**config.mk**
```make
export PLATFORM = sky130hd
export DESIGN_NAME = irq_vector_ctrl
export DESIGN_NICKNAME = d
export VERILOG_FILES = /design/src/rtl/irqc_pkg.sv /design/src/rtl/irqc_src_bank.sv /design/src/rtl/irqc_prio.sv /design/src/rtl/irq_vector_ctrl.sv
export SDC_FILE = /design/constraint.sdc
export NUM_CORES = 1
export LEC_CHECK = 0
export ABC_CLOCK_PERIOD_IN_PS = 1700
export BUFFER_PORTS_ARGS = -buffer_cell sky130_fd_sc_hd__buf_2
export CAP_MARGIN = 20
export CORE_ASPECT_RATIO = 0.7
export CORE_MARGIN = 2
export CORE_UTILIZATION = 42
export CTS_CLUSTER_SIZE = 12
export DETAILED_ROUTE_END_ITERATION = 8
export HOLD_SLACK_MARGIN = 0.03
export MAX_ROUTING_LAYER = met4
export PLACE_DENSITY = 0.76
export SLEW_MARGIN = 20
export SYNTH_ARGS = -nofsm -noshare
export SYNTH_HDL_FRONTEND = slang
export SYNTH_SLANG_ARGS = --single-unit
export TNS_END_PERCENT = 1
```
**constraint.sdc**
```tcl
create_clock -name clk -period 1.7 [get_ports clk]
set_clock_uncertainty 0.2 [all_clocks]
set_input_delay 0.425 -clock clk [delete_from_list [all_inputs] [get_ports clk]]
set_output_delay 0.425 -clock clk [all_outputs]
set_load 0.005 [all_outputs]
```
**src/rtl/irqc_pkg.sv**
```systemverilog
package irqc_pkg;

    typedef enum logic [1:0] {
        ST_ARB  = 2'd0,
        ST_ACK  = 2'd1,
        ST_HOLD = 2'd2
    } arb_state_e;

    typedef enum logic [1:0] {
        WR_ENABLE  = 2'd0,
        WR_FLAGCLR = 2'd1,
        WR_GLOBAL  = 2'd2,
        WR_NONE    = 2'd3
    } wr_addr_e;

endpackage

```
**src/rtl/irqc_src_bank.sv**
```systemverilog
module irqc_src_bank #(
    parameter int                N_SRC     = 8,
    parameter logic [N_SRC-1:0]  EDGE_MASK = 8'h0F
) (
    input  logic             clk,
    input  logic             rst_n,
    input  logic [N_SRC-1:0] evt,
    input  logic [N_SRC-1:0] en,
    input  logic [N_SRC-1:0] clr_mask,
    input  logic [N_SRC-1:0] take_oh,
    output logic [N_SRC-1:0] req,
    output logic [N_SRC-1:0] flags
);

    for (genvar i = 0; i < N_SRC; i++) begin : g_src
        if (EDGE_MASK[i]) begin : g_latched
            logic flag_q;

            // An event wins over a clear on the same edge so it is never lost
            always_ff @(posedge clk or negedge rst_n) begin
                if (!rst_n)
                    flag_q <= 1'b0;
                else if (evt[i])
                    flag_q <= 1'b1;
                else if (clr_mask[i] || take_oh[i])
                    flag_q <= 1'b0;
            end

            assign flags[i] = flag_q;
            assign req[i]   = flag_q & en[i];

            a_r3_hw_clear: assert property (@(posedge clk) disable iff (!rst_n)
                take_oh[i] && !evt[i] |=> !flag_q);
            a_r4_w1c_clear: assert property (@(posedge clk) disable iff (!rst_n)
                clr_mask[i] && !evt[i] |=> !flag_q);
            a_r4_event_sets: assert property (@(posedge clk) disable iff (!rst_n)
                evt[i] |=> flag_q);
            a_r5_flag_holds: assert property (@(posedge clk) disable iff (!rst_n)
                flag_q && !clr_mask[i] && !take_oh[i] |=> flag_q);
        end else begin : g_level
            logic unused_lvl;
            assign unused_lvl = clr_mask[i] ^ take_oh[i];
            assign flags[i]   = 1'b0;
            assign req[i]     = evt[i] & en[i];

            a_r6_level_live: assert property (@(posedge clk) disable iff (!rst_n)
                take_oh[i] |-> evt[i] && en[i]);
        end
    end

endmodule

```
**src/rtl/irqc_prio.sv**
```systemverilog
module irqc_prio #(
    parameter int N_SRC    = 8,
    parameter int VEC_W    = 8,
    parameter int VEC_BASE = 0,
    parameter int VEC_STEP = 2
) (
    input  logic [N_SRC-1:0] req,
    output logic             any,
    output logic [N_SRC-1:0] pick_oh,
    output logic [VEC_W-1:0] vec
);

    // Scan from the top down so the lowest requesting index is left standing
    always_comb begin
        any     = 1'b0;
        pick_oh = '0;
        vec     = VEC_W'(VEC_BASE);
        for (int i = N_SRC - 1; i >= 0; i--) begin
            if (req[i]) begin
                any        = 1'b1;
                pick_oh    = '0;
                pick_oh[i] = 1'b1;
                vec        = VEC_W'(VEC_BASE + (i + 1) * VEC_STEP);
            end
        end
    end

    always_comb begin
        a_r7_lowest_wins: assert (!any || ((req & (pick_oh - 1'b1)) == '0));
        a_r7_single_pick: assert ($onehot0(pick_oh));
    end

endmodule

```
**src/rtl/irq_vector_ctrl.sv**
```systemverilog
module irq_vector_ctrl
    import irqc_pkg::*;
#(
    parameter int               N_SRC     = 8,
    parameter logic [N_SRC-1:0] EDGE_MASK = 8'h0F,
    parameter int               VEC_W     = 8,
    parameter int               VEC_BASE  = 0,
    parameter int               VEC_STEP  = 2
) (
    input  logic             clk,
    input  logic             rst_n,
    input  logic [N_SRC-1:0] src_evt,
    input  logic             core_ready,
    input  logic             reti,
    input  logic             wr_en,
    input  logic [1:0]       wr_addr,
    input  logic [N_SRC-1:0] wr_data,
    output logic             irq_ack,
    output logic [VEC_W-1:0] irq_vector,
    output logic             gie_o,
    output logic [N_SRC-1:0] pend_o
);

    localparam logic [VEC_W-1:0] RESET_VEC = VEC_W'(VEC_BASE);

    arb_state_e       state_q, state_d;
    wr_addr_e         wsel;
    logic             gie_q;
    logic [N_SRC-1:0] en_q;
    logic [VEC_W-1:0] vec_q;
    logic [N_SRC-1:0] req, pick_oh, take_oh, clr_mask, flags;
    logic [VEC_W-1:0] pick_vec;
    logic             any_req, take;

    assign wsel     = wr_addr_e'(wr_addr);
    assign clr_mask = (wr_en && wsel == WR_FLAGCLR) ? wr_data : '0;

    irqc_src_bank #(.N_SRC(N_SRC), .EDGE_MASK(EDGE_MASK)) u_bank (
        .clk      (clk),
        .rst_n    (rst_n),
        .evt      (src_evt),
        .en       (en_q),
        .clr_mask (clr_mask),
        .take_oh  (take_oh),
        .req      (req),
        .flags    (flags)
    );

    irqc_prio #(.N_SRC(N_SRC), .VEC_W(VEC_W), .VEC_BASE(VEC_BASE), .VEC_STEP(VEC_STEP)) u_prio (
        .req     (req),
        .any     (any_req),
        .pick_oh (pick_oh),
        .vec     (pick_vec)
    );

    assign take    = (state_q == ST_ARB) && core_ready && gie_q && any_req;
    assign take_oh = take ? pick_oh : '0;

    // State register
    always_ff @(posedge clk or negedge rst_n) begin
        if (!rst_n)
            state_q <= ST_ARB;
        else
            state_q <= state_d;
    end

    // Next state
    always_comb begin
        state_d = state_q;
        unique case (state_q)
            ST_ARB:  if (take)        state_d = ST_ACK;
            ST_ACK:                   state_d = ST_HOLD;
            ST_HOLD: if (!core_ready) state_d = ST_ARB;
            default:                  state_d = ST_ARB;
        endcase
    end

    // Outputs
    always_comb begin
        irq_ack    = (state_q == ST_ACK);
        irq_vector = vec_q;
        gie_o      = gie_q;
        pend_o     = flags;
    end

    // Control registers: take beats a global write, which beats the return strobe
    always_ff @(posedge clk or negedge rst_n) begin
        if (!rst_n) begin
            gie_q <= 1'b0;
            en_q  <= '0;
            vec_q <= RESET_VEC;
        end else begin
            if (take)
                gie_q <= 1'b0;
            else if (wr_en && wsel == WR_GLOBAL)
                gie_q <= wr_data[0];
            else if (reti)
                gie_q <= 1'b1;
            if (wr_en && wsel == WR_ENABLE)
                en_q <= wr_data;
            if (take)
                vec_q <= pick_vec;
        end
    end

    a_r1_ack_needs_gie: assert property (@(posedge clk) disable iff (!rst_n)
        irq_ack |-> $past(gie_q));
    a_r2_gie_off_in_ack: assert property (@(posedge clk) disable iff (!rst_n)
        irq_ack |-> !gie_q);
    a_r2_reti_sets: assert property (@(posedge clk) disable iff (!rst_n)
        reti && !take && !(wr_en && wsel == WR_GLOBAL) |=> gie_q);
    a_r9_ack_pulse: assert property (@(posedge clk) disable iff (!rst_n)
        irq_ack |=> !irq_ack);
    a_r9_vec_stable: assert property (@(posedge clk) disable iff (!rst_n)
        !take |=> $stable(irq_vector));
    a_r9_hold_waits: assert property (@(posedge clk) disable iff (!rst_n)
        state_q == ST_HOLD && core_ready |=> !irq_ack);

endmodule

```
# Yosys cells after proc, flatten, opt, wreduce, memory -nomap -nowiden
# Index checks and enable logic that the tools add are counted.
# word_totals
input_bits	23
output_inout_bits	18
ff_bits	23
word_cells	79
# classes
n_bitwise	8
eq_ne	6
n_reduce_logical	18
n_mux	39
# op_table
cell	count
5-bit two-way mux	8
4-bit two-way mux	9
1-bit two-way mux	19
1-bit AND	8
2-bit nonzero test	4
1-bit logical AND	6
2-bit one-hot mux with 3 select lines	1
2-bit by 1-bit equality test with 1-bit output (second input constant)	2
2-bit equality test (second input constant)	2
2-bit zero test	2
1-bit logical OR	4
2-bit two-way mux	2
2-bit != test (second input constant)	2
3-bit nonzero test	1
2-bit AND reduction	1

# Depth between registers and ports, before layout
# depth
word_depth	14
mapped_depth	4
depth_no_buf	4

# Cells and area by module
# From an unflattened synthesis, not the netlist that was laid out.
# unflattened
cells_unflattened	122
hier_area_um2	1306.3
# by_module_without_submodules
mod	area_per_inst_um2	seq_area_each_um2	instances	cells_per_inst
irq_vector_ctrl	855.8	475.5	1	63
irqc_src_bank	259.0	100.1	1	29
irqc_prio	191.4	0.0	1	30

# Worst setup path before layout
# Ideal clock, no wire load.
# synth_path
path_type	reg-to-reg
start	register u_bank.g_src[2].g_latched.flag_q
end	register vec_q[2] (netlist: irq_vector[2])
stages_incl_launch_ff	4
synth_period_minus_slack_ps	1801
arrival_time_ps	1476
t_required_ps	1375
path_buffers	0
setup_time_ps	125
path_slack_ps	-101
path_cell_list	dfrtp_1 a222oi_1 a41oi_2 mux2_2
# synth_via
elab_chain_cells	5
elab_cells_between_ends	8
classes_between	mux (6); bitwise (1); reduce/logical (1)
# synth_lines
element	line_no	rtl
from (decl)	irqc_src_bank.sv:17	logic flag_q;
from (signal assigned)	irqc_src_bank.sv:22	flag_q <= 1'b0;
from (signal assigned)	irqc_src_bank.sv:24	flag_q <= 1'b1;
from (signal assigned)	irqc_src_bank.sv:26	flag_q <= 1'b0;
1-bit AND (*)	irqc_src_bank.sv:30	assign req[i] = flag_q & en[i];
1-bit two-way mux (3 in a row)	irqc_prio.sv:19	if (req[i]) begin
1-bit logical AND	irq_vector_ctrl.sv:56	assign take = (state_q == ST_ARB) && core_ready && gie_q && any_req;
to (signal assigned)	irq_vector_ctrl.sv:102	vec_q <= pick_vec;
to (decl)	irq_vector_ctrl.sv:30	logic [VEC_W-1:0] vec_q;
# Mark *: on every way between the ends. The rest lies on a longest branch, timed or not.
# A chain may end at the register's enable or synchronous reset.

# Final worst setup path
# Ends and elaborated chain as after synthesis.

==> results.tsv <==
metric	value	unit
diode count	0	
clock latency on the worst-skew pair	300	ps
Final min period	1690	ps
Synth top area share	0.483	
share of cells above drive strength 1	0.462	
RD Place Congestion	0.832	
register area share after synthesis	0.483	
Post-Syn Area	983	um^2
drt first pass iters	6	
R2R setup slack	9	ps
ANT nets after route	0	
Cells after Synth	88	
gr ovfl total	0	
Synth async-reset ratio	1.00	
max-cap violations	0	
maximum VDD drop	0.716	mV
leakage	0.567	nW
first-pass GRT wire length	3680	um
Setup Viol. Count Final	0	
largest net degree at the start of global routing	20	
EDFF count, synth	0	
vias in the first global route	817	
Overall Power	1.41	mW
H-tree levels	1	
# clock sinks	19	
area delta synth->final	26.7	%
Final nets	154	
Startpoint Class	flip-flop	
DP HPWL	1790	um
PortBufs	32	
Initial DRC Count	32	
DIE AREA	0.00275	mm^2
Req. time, crit path	1690	ps
Yosys top cell by area	dfrtp_1	
initial core utilization	0.449	
Max Slew Vio Count	0	
Cell variety after synth	27	
die width	61.8	um
Clock Path Buffers	2	
Post-DP Area	0.00119	mm^2
DRC errors left	0	
Main synth FF type	dfrtp_1	
f_max	0.591	GHz
Core Region	0.00219	mm^2
antenna violations before repair	0	
worst slack, placed	-35.1	ps
Final Hold Viols	0	
Hold WC Path Type	input pin to flip-flop	
CP Max Fanout	4	
drt wl/cell	14.7	um
final WL	2380	um
CTS tree	done	
Final Cycle Share	0.995	
Core Rows	14	
overall routing resource usage	0.193	
Via density	5.29	
die height	44.5	um
Power Density	1130	mW/mm^2
status	finished clean	
RSZ-0062 raised after global routing	yes	
Critical Path AT	1680	ps
via count	857	
count of synthesis-stage warnings from yosys	0	
post-layout instance area	0.00125	mm^2
Ports	41	
post-synthesis register bit count	19	
TritonCTS Buffers	3	
root buffer cell	clkbuf_4	
largest cells by area after synthesis	dfrtp_1 (48%), mux2_2 (10%), buf_4 (9.2%), nand2_1 (3.8%), a31o_2 (2.7%)	
synthesized area per cell	11.2	um^2
clock-pin slew on the worst setup and hold paths	100	ps
Worst Setup End Kind	flip-flop	
fin worst setup slack	8.97	ps
Crit Path Class	flip-flop to flip-flop	
Yosys cell counts, drive strengths merged, types with 2 or more instances:
cell type	count
nand4	2
nand3	4
o21ai	2
a21oi	3
a31oi	2
a22oi	3
dfrtp	19
a32oi	2
mux2	9
nand2b	2
nand3b	2
a31o	3
nand2	10
buf	12
area by class of cell:
cell class	count	area, um^2
Timing Repair Buffer	43	245
Sequential cell	19	475
Inverter	1	3.75
Tap cell	32	40.0
Fill cell	216	943
Clock buffer	4	26.3
Multi-Input combinational cell	63	455
cell families after synthesis:
family / synth area share
compound gates: 0.150
buf+inv: 0.0954
flops: 0.483
mux: 0.103
other cells: 0.00381
simple gates: 0.164
final timing paths:
kind,from,end,depth (start not counted)
worst max-delay path,u_bank.g_src[2].g_latched.flag_q$_DFFE_PN0P_,irq_vector[2]$_DFFE_PN0P_,4
worst min-delay path,src_evt[0],u_bank.g_src[0].g_latched.flag_q$_DFFE_PN0P_,2
worst max register to register,u_bank.g_src[2].g_latched.flag_q$_DFFE_PN0P_,irq_vector[2]$_DFFE_PN0P_,4
max in group asynchronous,rst_n,u_bank.g_src[2].g_latched.flag_q$_DFFE_PN0P_,2
min in group asynchronous,rst_n,irq_vector[4]$_DFFE_PN0P_,2
worst min register to register,irq_vector[2]$_DFFE_PN0P_,irq_vector[2]$_DFFE_PN0P_,1
worst max-delay path, cell delays in order, from the launching register on:
cell and delay [ps]:
dfrtp_1 410, a222oi_1 310, buf_4 180, a41oi_4 140, mux2_4 340
sequential cells by signal, summed over array words and instances (netlist names):
register                       flops
en_q                               8
gie_o                              1
irq_vector                         4
state_q                            2
u_bank.g_src.g_latched.flag_q      4
report_power, final:
part / switching, mW / internal, mW
clock network: 0.139 / 0.0915
registers: 0.0884 / 0.570
logic: 0.241 / 0.284
total: 0.469 / 0.945
stage by stage:
stage | hold slack, ps | instances | util | setup TNS [ps]
after floorplan | -70.6 | 95 | - | -84.9
after global placement | 179 | 156 | 0.542 | 0
after detailed placement | 190 | 156 | 0.542 | -82.1
after CTS | 101 | 162 | 0.562 | 0
after global routing | 76.5 | 162 | 0.569 | -193
final | 100 | 162 | 0.569 | 0
repair_timing:
item | in CTS | in global routing
hold buffers | 1 | 0
pin swaps | 1 | 2
hold endpoints to repair | 19 | 0
resized for setup | 1 | 2
buffers inserted | 1 | 0
endpoints found under the setup margin | 3 | 4
routing by layer:
metal  vias to the layer above  share of wire  GRT usage  wire length, um
li1                        395              -          -                -
met1                       423           0.44      0.238             1040
met2                        33           0.50      0.320             1180
met3                         6          0.052     0.0643              123
met4                         0          0.015     0.0213               35
met5                         -              0          -                0
layout by cell type (no fill, tap or decap), types with 2 or more instances in the layout:
cell type  instances
a32oi_1            2
a31oi_1            2
buf_2             32
buf_4             10
a31o_2             3
clkbuf_4           3
conb_1             8
a22oi_1            3
nand4_1            2
mux2_2             8
a21oi_1            3
nand2_1           10
dfrtp_1           19
nand2b_1           2
nand3b_1           2
nand3_1            4
No activity file was read; power rests on OpenSTA's default activity.
